## src/rtl/burst_seq_pkg.sv

```systemverilog
package burst_seq_pkg;
  localparam int BEAT_W = 2;

  typedef enum logic {
    ORD_LINEAR     = 1'b0,
    ORD_INTERLEAVE = 1'b1
  } order_e;

  // Linear order: count up from the start offset, wrapping at the beat field width
  function automatic logic [BEAT_W-1:0] lin_ofs(input logic [BEAT_W-1:0] start,
                                                input logic [BEAT_W-1:0] beat);
    return start + beat;
  endfunction

  // Interleaved order: beat count flips bits of the start offset
  function automatic logic [BEAT_W-1:0] ilv_ofs(input logic [BEAT_W-1:0] start,
                                                input logic [BEAT_W-1:0] beat);
    return start ^ beat;
  endfunction
endpackage

```

## src/rtl/burst_base_reg.sv

```systemverilog
module burst_base_reg #(
  parameter int ADDR_W = 17,
  parameter int BEAT_W = 2,
  localparam int HI_W  = ADDR_W - BEAT_W
) (
  input  logic              clk,
  input  logic              rst_n,
  input  logic              cap_en,
  input  logic [ADDR_W-1:0] addr_in,
  output logic [HI_W-1:0]   base_hi_q,
  output logic [BEAT_W-1:0] start_q
);
  always_ff @(posedge clk) begin
    if (!rst_n) begin
      base_hi_q <= '0;
      start_q   <= '0;
    end else if (cap_en) begin
      base_hi_q <= addr_in[ADDR_W-1:BEAT_W];
      start_q   <= addr_in[BEAT_W-1:0];
    end
  end

  // Without a capture, the stored address must not move
  assert_base_hold_R3: assert property (@(posedge clk) disable iff (!rst_n)
    !cap_en |=> ($stable(base_hi_q) && $stable(start_q)));
endmodule

```

## src/rtl/burst_beat_ctr.sv

```systemverilog
module burst_beat_ctr #(
  parameter int BEAT_W = 2
) (
  input  logic              clk,
  input  logic              rst_n,
  input  logic              clr,
  input  logic              step,
  output logic [BEAT_W-1:0] beat_q
);
  always_ff @(posedge clk) begin
    if (!rst_n)    beat_q <= '0;
    else if (clr)  beat_q <= '0;
    else if (step) beat_q <= beat_q + 1'b1;
  end

  assert_beat_clear_R2: assert property (@(posedge clk) disable iff (!rst_n)
    clr |=> (beat_q == '0));

  assert_beat_step_R7: assert property (@(posedge clk) disable iff (!rst_n)
    (step && !clr) |=> (beat_q == BEAT_W'($past(beat_q) + 1'b1)));
endmodule

```

## src/rtl/burst_ofs_map.sv

```systemverilog
module burst_ofs_map
  import burst_seq_pkg::*;
#(
  parameter int NB = BEAT_W
) (
  input  logic [NB-1:0] start,
  input  logic [NB-1:0] beat,
  input  logic          order_sel,
  output logic [NB-1:0] ofs
);
  order_e ord;
  assign ord = order_e'(order_sel);

  always_comb begin
    unique case (ord)
      ORD_LINEAR:     ofs = lin_ofs(start, beat);
      ORD_INTERLEAVE: ofs = ilv_ofs(start, beat);
      default:        ofs = start;
    endcase
  end

  // On beat zero both orders present the start offset
  always_comb begin
    if (beat == '0) assert_beat0_start_R4: assert (ofs == start);
  end
endmodule

```

## src/rtl/burst_addr_seq.sv

```systemverilog
module burst_addr_seq
  import burst_seq_pkg::*;
#(
  parameter int ADDR_W = 17
) (
  input  logic              clk,
  input  logic              rst_n,
  input  logic [ADDR_W-1:0] addr_in,
  input  logic              adv_ld,
  input  logic              clk_en_n,
  input  logic              order_sel,
  output logic [ADDR_W-1:0] addr_out
);
  localparam int HI_W = ADDR_W - BEAT_W;

  // Named internal events for assertions
  logic fire_ev, load_ev, step_ev;
  assign fire_ev = !clk_en_n;
  assign load_ev = fire_ev && !adv_ld;
  assign step_ev = fire_ev && adv_ld;

  logic [HI_W-1:0]   base_hi_q;
  logic [BEAT_W-1:0] start_q, beat_q, ofs;

  burst_base_reg #(.ADDR_W(ADDR_W), .BEAT_W(BEAT_W)) u_base (
    .clk(clk), .rst_n(rst_n), .cap_en(load_ev), .addr_in(addr_in),
    .base_hi_q(base_hi_q), .start_q(start_q));

  burst_beat_ctr #(.BEAT_W(BEAT_W)) u_beat (
    .clk(clk), .rst_n(rst_n), .clr(load_ev), .step(step_ev), .beat_q(beat_q));

  burst_ofs_map #(.NB(BEAT_W)) u_map (
    .start(start_q), .beat(beat_q), .order_sel(order_sel), .ofs(ofs));

  assign addr_out = {base_hi_q, ofs};

  assert_load_addr_R2: assert property (@(posedge clk) disable iff (!rst_n)
    load_ev |=> (addr_out == $past(addr_in)));

  assert_adv_upper_R3: assert property (@(posedge clk) disable iff (!rst_n)
    step_ev |=> $stable(addr_out[ADDR_W-1:BEAT_W]));

  assert_freeze_R6: assert property (@(posedge clk) disable iff (!rst_n)
    clk_en_n |=> ($stable(base_hi_q) && $stable(start_q) && $stable(beat_q)));
endmodule

```

## config.mk

```make
export PLATFORM = sky130hd
export DESIGN_NAME = burst_addr_seq
export DESIGN_NICKNAME = d
export VERILOG_FILES = /design/src/rtl/burst_seq_pkg.sv /design/src/rtl/burst_base_reg.sv /design/src/rtl/burst_beat_ctr.sv /design/src/rtl/burst_ofs_map.sv /design/src/rtl/burst_addr_seq.sv
export SDC_FILE = /design/constraint.sdc
export NUM_CORES = 1
export LEC_CHECK = 0
export BUFFER_PORTS_ARGS = -buffer_cell sky130_fd_sc_hd__clkbuf_2
export CAP_MARGIN = 20
export CORE_MARGIN = 2
export CORE_UTILIZATION = 44
export DETAILED_ROUTE_END_ITERATION = 10
export PLACE_DENSITY_LB_ADDON = 0.25
export SLEW_MARGIN = 5
export SYNTH_ARGS = -nofsm -noshare
export SYNTH_HDL_FRONTEND = slang
export SYNTH_SLANG_ARGS = --single-unit
```

## constraint.sdc

```tcl
create_clock -name clk -period 1.3 [get_ports clk]
set_input_delay 0.26 -clock clk [delete_from_list [all_inputs] [get_ports clk]]
set_output_delay 0.26 -clock clk [all_outputs]
set_load 0.02 [all_outputs]
```

==> impl_metrics.json <==
{
  "switchingPower_uw": 286,
  "critical_path.max_fanout": 2,
  "ys_types": 17,
  "p_leak_uw": 0.000466,
  "period_needed_ns": 1.44,
  "antenna-diode-count": 0,
  "yosys-top-cells-area": "dfxtp_1, nand2_1, a21boi_2",
  "cts_buffer_depth": 2,
  "syn-mean-instance-area_um2": 9.38,
  "min_path_type": "primary input to flip-flop",
  "core_area_um2": 1730,
  "fin_setup_tns_ns": -0.145,
  "gp_congestion": 0.695,
  "finalMaxSlewViolations": 0,
  "rsz0062_at_grt": "yes",
  "ant_nets": 0,
  "post-place-cells": 146,
  "fillers": 172,
  "wl_met3_um": 78,
  "instances_no_fill": 152,
  "place_ws_ns": 0.0304,
  "htree_levels": 1,
  "wl_met2_um": 777,
  "grt_pass1_vias": 626,
  "insertion_delay_ns": 0.29,
  "fin_nets": 151,
  "crit_required_ns": 1.04,
  "drive_above_1_share": 0.472,
  "cts_sinks": 19,
  "grt_max_degree": 20,
  "tritoncts": "yes",
  "final.setup.worst_slack_ns": -0.145,
  "wl_met1_um": 653,
  "yosys_warnings": 0,
  "seq_power_share": 0.565,
  "antenna_found_initial": 0,
  "top_layer": "met4",
  "cts_made_buffers": 3,
  "dp_hpwl_um": 1100,
  "drtIter0Drc": 6,
  "cp.arrival_ns": 1.18,
  "failed_checks": "setup timing",
  "overflow": 0,
  "clkTransAtPathRegs_ns": 0.10,
  "port_buffers": 38,
  "drtPass1Iterations": 2,
  "swShare": 0.259,
  "ir_worst_vdd_mv": 0.537,
  "combPwrFrac": 0.175,
  "fmax_mhz": 692,
  "die_h_um": 47.1,
  "hold_slack_ns": 0.183,
  "floorplan.initialDensity": 0.472,
  "grt_first_pass_wirelength_um": 2550,
  "syn_inst": 87,
  "syn_nets": 110,
  "die-area_um2": 2210,
  "vias": 682,
  "yosysSeqAreaShare": 0.466,
  "p_clk_frac": 0.260,
  "worst_pin_slew_ns": 0.556,
  "die_w_um": 47.1,
  "synth_top_area_share": 0.466,
  "max_slew_margin": 0.629,
  "drt-wirelength-per-cell_um": 10.1,
  "grt_usage": 0.163,
  "clock_tree.root_cell": "clkbuf_4",
  "setup-violations-final": 1,
  "hold_viol": 0,
  "wirelength_um": 1540,
  "vias_per_cell": 4.49,
  "outcome": "finished with violations",
  "internal_power_uw": 819,
  "clock_skew_ns": 0.0000262,
  "rows": 15,
  "ios": 39,
  "cp-start-kind": "flip-flop",
  "syn_to_final_growth_pct": 33.4,
  "utilization": 0.630,
  "endpoint_kind": "output pin",
  "synth_area_leader_cell": "dfxtp_1",
  "syn_area_um2": 816,
  "p_per_area_nw_per_um2": 1020,
  "critPathKind": "flip-flop to output pin",
  "drc": 0,
  "period_share": 1.11,
  "max_cap_violations": 0,
  "ys_ff_latch": 19
}
cells in the mapped netlist, drive strengths merged:
library cell / number
o21ai: 1
clkbuf: 1
ha: 1
xnor2: 2
nor2b: 3
nand4bb: 1
dfxtp: 19
nor3b: 1
a21oi: 1
nand2: 34
nor2: 1
buf: 3
or2: 1
a21boi: 18
cells by family after synthesis:
group                      Yosys count  synth area share
and+or+nand+nor                     41             0.224
adders and majority gates            1            0.0153
xor gates and xnor gates             2            0.0215
buffers and inverters                4            0.0491
AOI/OAI and AO/OA                   20             0.224
DFF                                 19             0.466
sequential cells by signal, summed over array words and instances, names as in the netlist:
signal,cells
u_base.base_hi_q,15
u_beat.beat_q,2
u_base.start_q,2
final timing paths:
kind                                      startpoint                    to  slack (ns)  cells after the start
worst max-delay path                u_beat.beat_q[0]           addr_out[1]       -0.14                      4
worst min-delay path                     addr_in[13]  u_base.base_hi_q[11]        0.18                      3
worst max register to register      u_beat.beat_q[0]      u_beat.beat_q[0]        0.40                      4
worst min register to register  u_base.base_hi_q[14]  u_base.base_hi_q[14]        0.47                      2
placed cells by master (no fill, tap or decap), drive strengths merged:
cell and count:
clkbuf 40, nand2 34, dfxtp 19, a21boi 18, buf 4, nor2b 3
xnor2 2, nor2 1, or2 1, nor3b 1, a21oi 1, nand4bb 1
o21ai 1, ha 1
power by group through the flow:
stage | logic (µW) | registers [µW] | clock network [µW]
after floorplan | 87.8 | 661 | 0
after global placement | 171 | 636 | 0
after detailed placement | 175 | 636 | 0
after CTS | 188 | 624 | 299
after global routing | 214 | 627 | 321
final | 193 | 624 | 288
final cells by class:
type	instances	area, µm²	share of cell area
well taps	25	31.3	0.0287
multi-input cells	64	430	0.395
flip-flops and latches	19	383	0.352
repair buffers	40	218	0.200
clock buffers	4	26.3	0.0241
what timing repair did:
item / CTS / global route
pin swaps: 1 / 2
buffers inserted: 1 / 1
hold buffers: 0 / 0
gates resized for setup: 9 / 4
setup endpoints to repair: 2 / 2
stage by stage:
stage	area [µm²]	power [µW]
after global placement	997	807
final	1090	1100
after floorplan	816	749
after detailed placement	997	811
after global routing	1090	1160
after CTS	1060	1110
critical path: stages (launching register included):
cell     delay, ns
dfxtp_2       0.37
ha_4          0.12
nor2b_4       0.14
xnor2_2       0.11
buf_4         0.15
layer usage:
layer	GRT usage	up-vias
met5	0	-
met4	0.0889	0
met3	0.0346	4
met2	0.266	17
met1	0.200	298
li1	-	363
Note: power is estimated with default switching activity, not from simulation.
